--- src/rtl/tick_slicer_pkg.sv ---
package tick_slicer_pkg;
    localparam int unsigned REG_IDX_W = 2;
    localparam int unsigned IDX_LSB   = 2;

    // Control and status bit positions
    localparam int unsigned BIT_IEN  = 24;
    localparam int unsigned BIT_TEN  = 25;
    localparam int unsigned BIT_RUN  = 26;
    localparam int unsigned BIT_FLAG = 24;

    typedef enum logic [REG_IDX_W-1:0] {
        IDX_RELOAD = 2'd0,
        IDX_CTRL   = 2'd1,
        IDX_COUNT  = 2'd2,
        IDX_STATUS = 2'd3
    } reg_idx_e;

    typedef struct packed {
        logic run;
        logic ten;
        logic ien;
    } ctrl_t;
endpackage

--- src/rtl/tick_slicer_regs.sv ---
module tick_slicer_regs
    import tick_slicer_pkg::*;
#(
    parameter int unsigned CNT_W  = 32,
    parameter int unsigned DATA_W = 32,
    parameter int unsigned ADDR_W = 4
) (
    input  logic              clk,
    input  logic              rst_n,
    input  logic              bus_sel,
    input  logic              bus_wr,
    input  logic [ADDR_W-1:0] bus_addr,
    input  logic [DATA_W-1:0] bus_wdata,
    output logic [CNT_W-1:0]  reload_o,
    output ctrl_t             ctrl_o,
    output logic              start_o,
    output logic              ack_o
);
    typedef struct packed {
        logic [CNT_W-1:0] reload;
        ctrl_t            ctrl;
    } cfg_t;

    cfg_t     cfg_d, cfg_q;
    reg_idx_e idx;
    logic     wr_en;
    logic     unused_bus;

    assign unused_bus = ^{bus_addr, bus_wdata};
    assign idx        = reg_idx_e'(bus_addr[IDX_LSB +: REG_IDX_W]);
    assign wr_en      = bus_sel && bus_wr;

    always_comb begin
        cfg_d   = cfg_q;
        start_o = 1'b0;
        ack_o   = 1'b0;
        if (wr_en) begin
            case (idx)
                IDX_RELOAD: cfg_d.reload = bus_wdata[CNT_W-1:0];
                IDX_CTRL: begin
                    cfg_d.ctrl.ien = bus_wdata[BIT_IEN];
                    cfg_d.ctrl.ten = bus_wdata[BIT_TEN];
                    cfg_d.ctrl.run = bus_wdata[BIT_RUN];
                    start_o        = bus_wdata[BIT_TEN] && !cfg_q.ctrl.ten;
                end
                IDX_STATUS: ack_o = bus_wdata[BIT_FLAG];
                default: ;
            endcase
        end
    end

    always_ff @(posedge clk or negedge rst_n) begin
        if (!rst_n) cfg_q <= '0;
        else        cfg_q <= cfg_d;
    end

    assign reload_o = cfg_q.reload;
    assign ctrl_o   = cfg_q.ctrl;

    // a start strobe leaves the timer enabled
    assert_start_enables_R3: assert property (@(posedge clk) disable iff (!rst_n)
        start_o |=> ctrl_o.ten);
endmodule

--- src/rtl/tick_slicer_core.sv ---
module tick_slicer_core #(
    parameter int unsigned CNT_W = 32
) (
    input  logic             clk,
    input  logic             rst_n,
    input  logic             ten_i,
    input  logic             run_i,
    input  logic [CNT_W-1:0] reload_i,
    input  logic             start_i,
    input  logic             ack_i,
    output logic [CNT_W-1:0] cnt_o,
    output logic             flag_o
);
    localparam logic [CNT_W-1:0] ONE = CNT_W'(1);

    typedef struct packed {
        logic [CNT_W-1:0] cnt;
        logic             flag;
    } core_t;

    core_t st_d, st_q;
    logic  expire;

    assign expire = ten_i && (st_q.cnt == ONE);

    always_comb begin
        st_d = st_q;
        if (start_i) begin
            st_d.cnt = reload_i;
        end else if (ten_i) begin
            if (st_q.cnt != '0) begin
                if (expire && run_i) st_d.cnt = reload_i;
                else                 st_d.cnt = st_q.cnt - ONE;
            end else if (!run_i && ack_i) begin
                st_d.cnt = reload_i;
            end
        end
        if (ack_i)  st_d.flag = 1'b0;
        if (expire) st_d.flag = 1'b1;
    end

    always_ff @(posedge clk or negedge rst_n) begin
        if (!rst_n) st_q <= '0;
        else        st_q <= st_d;
    end

    assign cnt_o  = st_q.cnt;
    assign flag_o = st_q.flag;

    assert_expiry_sets_flag_R4: assert property (@(posedge clk) disable iff (!rst_n)
        (ten_i && st_q.cnt == ONE) |=> flag_o);

    assert_ack_wait_R6: assert property (@(posedge clk) disable iff (!rst_n)
        (ten_i && !run_i && st_q.cnt == '0 && !ack_i && !start_i) |=> (cnt_o == '0));

    assert_periodic_reload_R7: assert property (@(posedge clk) disable iff (!rst_n)
        (ten_i && run_i && st_q.cnt == ONE) |=> (cnt_o == $past(reload_i)));

    assert_flag_quiet_R8: assert property (@(posedge clk) disable iff (!rst_n)
        (!ack_i && !(ten_i && st_q.cnt == ONE)) |=> $stable(flag_o));

    assert_frozen_count_R9: assert property (@(posedge clk) disable iff (!rst_n)
        (!ten_i && !start_i) |=> $stable(cnt_o));

    assert_collision_keeps_flag_R10: assert property (@(posedge clk) disable iff (!rst_n)
        (ack_i && ten_i && st_q.cnt == ONE) |=> flag_o);
endmodule

--- src/rtl/tick_slicer.sv ---
module tick_slicer
    import tick_slicer_pkg::*;
#(
    parameter int unsigned CNT_W  = 32,
    parameter int unsigned DATA_W = 32,
    parameter int unsigned ADDR_W = 4
) (
    input  logic              clk,
    input  logic              rst_n,
    input  logic              bus_sel,
    input  logic              bus_wr,
    input  logic [ADDR_W-1:0] bus_addr,
    input  logic [DATA_W-1:0] bus_wdata,
    output logic [DATA_W-1:0] bus_rdata,
    output logic              irq
);
    logic [CNT_W-1:0] reload;
    logic [CNT_W-1:0] cnt;
    ctrl_t            ctrl;
    logic             start;
    logic             ack;
    logic             flag;
    reg_idx_e         idx;

    tick_slicer_regs #(.CNT_W(CNT_W), .DATA_W(DATA_W), .ADDR_W(ADDR_W)) u_regs (
        .clk       (clk),
        .rst_n     (rst_n),
        .bus_sel   (bus_sel),
        .bus_wr    (bus_wr),
        .bus_addr  (bus_addr),
        .bus_wdata (bus_wdata),
        .reload_o  (reload),
        .ctrl_o    (ctrl),
        .start_o   (start),
        .ack_o     (ack)
    );

    tick_slicer_core #(.CNT_W(CNT_W)) u_core (
        .clk      (clk),
        .rst_n    (rst_n),
        .ten_i    (ctrl.ten),
        .run_i    (ctrl.run),
        .reload_i (reload),
        .start_i  (start),
        .ack_i    (ack),
        .cnt_o    (cnt),
        .flag_o   (flag)
    );

    assign idx = reg_idx_e'(bus_addr[IDX_LSB +: REG_IDX_W]);

    always_comb begin
        bus_rdata = '0;
        case (idx)
            IDX_RELOAD: bus_rdata[CNT_W-1:0] = reload;
            IDX_CTRL: begin
                bus_rdata[BIT_IEN] = ctrl.ien;
                bus_rdata[BIT_TEN] = ctrl.ten;
                bus_rdata[BIT_RUN] = ctrl.run;
            end
            IDX_COUNT:  bus_rdata[CNT_W-1:0] = cnt;
            IDX_STATUS: bus_rdata[BIT_FLAG]  = flag;
            default: ;
        endcase
    end

    assign irq = flag && ctrl.ien;

    assert_ctrl_reserved_zero_R2: assert property (@(posedge clk) disable iff (!rst_n)
        (idx == IDX_CTRL) |-> (bus_rdata[DATA_W-1:BIT_RUN+1] == '0 && bus_rdata[BIT_IEN-1:0] == '0));

    assert_irq_needs_enable_R5: assert property (@(posedge clk) disable iff (!rst_n)
        irq |-> (ctrl.ien && flag));
endmodule

--- config.mk ---
export PLATFORM = sky130hd
export DESIGN_NAME = tick_slicer
export DESIGN_NICKNAME = d
export VERILOG_FILES = /design/src/rtl/tick_slicer_pkg.sv /design/src/rtl/tick_slicer_regs.sv /design/src/rtl/tick_slicer_core.sv /design/src/rtl/tick_slicer.sv
export SDC_FILE = /design/constraint.sdc
export NUM_CORES = 1
export LEC_CHECK = 0
export BUFFER_PORTS_ARGS = -buffer_cell sky130_fd_sc_hd__buf_2
export CAP_MARGIN = 10
export CORE_UTILIZATION = 51
export DETAILED_ROUTE_END_ITERATION = 12
export GPL_TIMING_DRIVEN = 0
export PLACE_DENSITY = 0.77
export SKIP_CTS_REPAIR_TIMING = 1
export SLEW_MARGIN = 20
export SYNTH_ARGS = -nofsm -noshare
export SYNTH_HDL_FRONTEND = slang
export SYNTH_SLANG_ARGS = --single-unit
--- constraint.sdc ---
create_clock -name clk -period 2.4 [get_ports clk]
set_input_delay 0.48 -clock clk [delete_from_list [all_inputs] [get_ports clk]]
set_output_delay 0.48 -clock clk [all_outputs]
set_load 0.01 [all_outputs]
==> results by group <==
Logic synthesis
  – Syn Nets: 484
  – EDFF count, synth: 0
  – Count of yosys warnings during synthesis: 0
  – Ys async rst share: 1.00
  – Primary FF master, synth: dfrtp_1
  – Register area share after synthesis: 0.404
  – Post-synthesis adder-cell area fraction: 0.00594
  – Flops & latches, synth: 68
  – Largest family of logic cells by synthesized area: simple AND/OR/NAND/NOR gates
  – Syn_area_per_cell: 9.54 sq um
  – Multiplexer area fraction after synthesis: 0.178
  – Synth unique cells: 57
  – Mapped cell area: 4220 sq um
  – Synth Area in Compound Gates: 0.167
  – Xor and xnor fraction of the mapped netlist area: 0
  – Simple-gate share of the synthesized area: 0.187
  – Mapped Cells: 442

Power and ir drop
  – PwrDens: 764 nW/um^2
  – Total Power Consumption: 0.00430 W
  – Max VDD drop: 0.000444 V
  – P_leak: 2.47 nW

Global routing
  – Initial antenna violation count: 0
  – Global-route wire length before repair: 19600 um
  – GRT Overall Usage: 0.300
  – Remaining global-route overflow: 0
  – Vias in the first global route: 3777
  – Largest net degree at the start of global routing: 39

Worst setup path
  – Worst path max stage delay: 0.52 ns
  – Critical path launch point type: flop
  – CP Cell Sequence: inv_1, ha_2, nor3b_4, nand4_1, or4_4, nor4_1, o21ai_2, o2bb2ai_1
  – R2R Path Start: u_core.cnt_o[0]
  – Slowest stage cell, crit path: or4_4
  – CP endpoint kind: flop
  – Critical path arrival: 2.94 ns
  – Crit-path max FO: 7
  – Critical Path Start: u_core.cnt_o[0]
  – CP required: 2.65 ns
  – Critical path class: flop to flop

Timing
  – Tmin final: 2.69 ns
  – Worst-Margin Slew: 1.05 ns
  – Clock Skews: 0.0101 ns
  – Setup TNS: -5.59 ns
  – Final Setup Violations: 32
  – Peak Freq: 372 MHz
  – Final Hold Fails: 0
  – Slew headroom: 0.302
  – Final period utilization: 1.12
  – Fin worst setup slack: -0.286 ns
  – Max-slew violation count: 0
  – RSZ-0062 raised after global routing: yes
  – Final hold slack: 0.0523 ns

Cells and area
  – Nets: 582
  – Share of layout cells above drive strength 1: 0.415
  – Synth-to-Final Area Change: 33.5%
  – # fillers: 570
  – Diode count: 0

Flow run
  – Max Cap Viol: 0

Detailed routing
  – Wirelength, routed: 14200 um
  – Vias: 4186
  – Vias/cell: 6.47
  – Mean routed wirelength per cell: 22.0 um
  – Drt pass-1 iters: 6
  – DR DRC count: 0
  – Starting DRC count in detailed routing: 522
  – DRT antenna net count: 0

Floorplan
  – Core box area: 7850 sq um
  – Die Wd: 92.9 um
  – Std-Cell Rows: 32
  – Die Y: 92.9 um
  – Initial Utilization: 0.537
  – Die Footprint: 8630 sq um
  – # IOs: 73

Run status
  – Outcome: finished, violations left
  – Violated checks: negative setup slack

Clock network
  – TritonCTS clock tree: built
  – Clk_lat worst skew: 0.36 ns
  – Max clock buf depth: 2
  – Clock transition at the registers of the reported paths: 0.08 ns
  – CTS Sinks: 68
  – Root buf cell: clkbuf_8
  – CTS Buf Count: 9
  – H-Tree Depth: 3

Place
  – Port bufs: 68
  – Final Wtd Congestion: 0.916
  – Placed wire-length estimate: 8400 um

Hold path
  – Worst hold path class: input port to async pin
## state kept, by name, indices dropped and copies added (netlist names)
register / flops
u_regs.ctrl_o: 3
u_core.cnt_o: 32
u_core.flag_o: 1
u_regs.reload_o: 32
## Yosys cell counts, types with 2 or more instances
cell        n  area (sq um)
o21a_1      3          22.5
o22ai_1     2          12.5
buf_4       2          15.0
nor4_1     10          62.6
or2_1       2          12.5
o21ai_1     4          20.0
and2_1      4          25.0
ha_1        2          25.0
or4_1       3          22.5
nor2_1     45           169
dfrtp_1    68          1700
a32oi_1     2          17.5
o21ai_2     4          35.0
inv_1      12          45.0
a2bb2oi_1   4          35.0
nand2_1    26          97.6
or4_4       2          22.5
nand3_1    11          55.1
o22a_1      7          61.3
a22oi_1     4          30.0
nand3b_1    2          15.0
nor3b_1     2          15.0
or2_2       3          18.8
mux2i_1    38           380
buf_6       7          78.8
nand4b_1    2          17.5
buf_2       6          30.0
o2bb2ai_1  10          87.6
and3_1      2          12.5
o21ai_0    22           110
nor3_1     16          80.1
a21oi_1    20           100
a22oi_2     2          25.0
nand2b_1    2          12.5
buf_1       6          22.5
or3_1       8          50.1
clkbuf_1   13          48.8
a21o_1      2          15.0
nand4_1    10          62.6
a31oi_1     5          31.3
mux2_2     31           349
## per-layer routing
layer / global-route usage / vias up / wire length (um)
met5: 0 / - / 0
met3: 0.0657 / 64 / 1280
met2: 0.461 / 267 / 6620
met4: 0.101 / 0 / 629
met1: 0.419 / 2024 / 5720
li1: - / 1831 / -
## area by class of cell
class                   instances  area [sq um]  area share
inverters                      12          45.0     0.00801
multi-input cells             329          2630       0.467
flip-flops and latches         68          1700       0.303
repair buffers                 90           663       0.118
plain buffers                  30           279      0.0496
clock inverters                 1          5.00    0.000889
clock buffers                  15           176      0.0314
well taps                     102           128      0.0227
## cell families after synthesis
family / Yosys count
compound gates: 101
simple gates: 154
flops: 68
buf+inv: 47
fa+ha+maj: 2
mux: 70
## final timing paths
kind / end / slack, ns / depth (start not counted)
setup / recovery: u_core.cnt_o[30] / -0.29 / 8
hold / removal: u_regs.reload_o[2] / 0.05 / 1
setup reg to reg: u_core.cnt_o[30] / -0.29 / 8
hold reg to reg: u_regs.ctrl_o[0] / 0.50 / 2
max in group asynchronous: u_core.cnt_o[17] / 1.79 / 2
min in group clk: u_regs.ctrl_o[2] / 0.34 / 3
## placed cells by master (no fill, tap or decap), types with 3 or more instances in the layout
cell	count
a22oi_2	3
or3_1	5
a21oi_4	5
nor2_1	44
o21ai_1	7
buf_2	67
buf_12	7
o2bb2ai_1	8
buf_6	4
o21ai_4	3
inv_1	11
buf_4	13
clkbuf_1	12
a21oi_2	9
a21oi_1	6
a31oi_1	5
o21ai_2	11
clkbuf_16	7
a22oi_1	3
nand2_1	24
a2bb2oi_1	4
or4_4	3
dfrtp_1	67
buf_8	5
nor3_1	14
o21a_1	3
o21ai_0	9
or3_4	3
or2_2	3
clkbuf_8	12
clkbuf_2	5
and2_4	4
o22a_1	7
nand3_1	10
nor4_2	3
mux2i_1	37
nor4_1	6
mux2_2	31
nand4_1	10
## power by group
part | leakage [nW] | internal, W | switching, W
clock network | 0.0937 | 0.000461 | 0.000454
logic | 1.55 | 0.000719 | 0.000760
registers | 0.825 | 0.00145 | 0.000459
## critical path, delay by kind of cell, from the launching register on
kind                       cells  cell delay, ns
adders and majority gates      1            0.24
and+or+nand+nor                4            1.54
DFF                            1            0.47
AOI/OAI and AO/OA              2            0.22
buffers and inverters          1            0.11
## stage by stage
stage | util | cell area [sq um] | std cells | worst slack [ns]
floorplan | - | 4220 | 442 | -0.0906
finish | 0.717 | 5630 | 647 | -0.286
global route | 0.717 | 5630 | 647 | -0.342
global placement | 0.598 | 4690 | 612 | -0.399
detailed placement | 0.600 | 4710 | 613 | -0.473
CTS | 0.624 | 4890 | 629 | -0.462
Power figures use the tool's default switching activity.
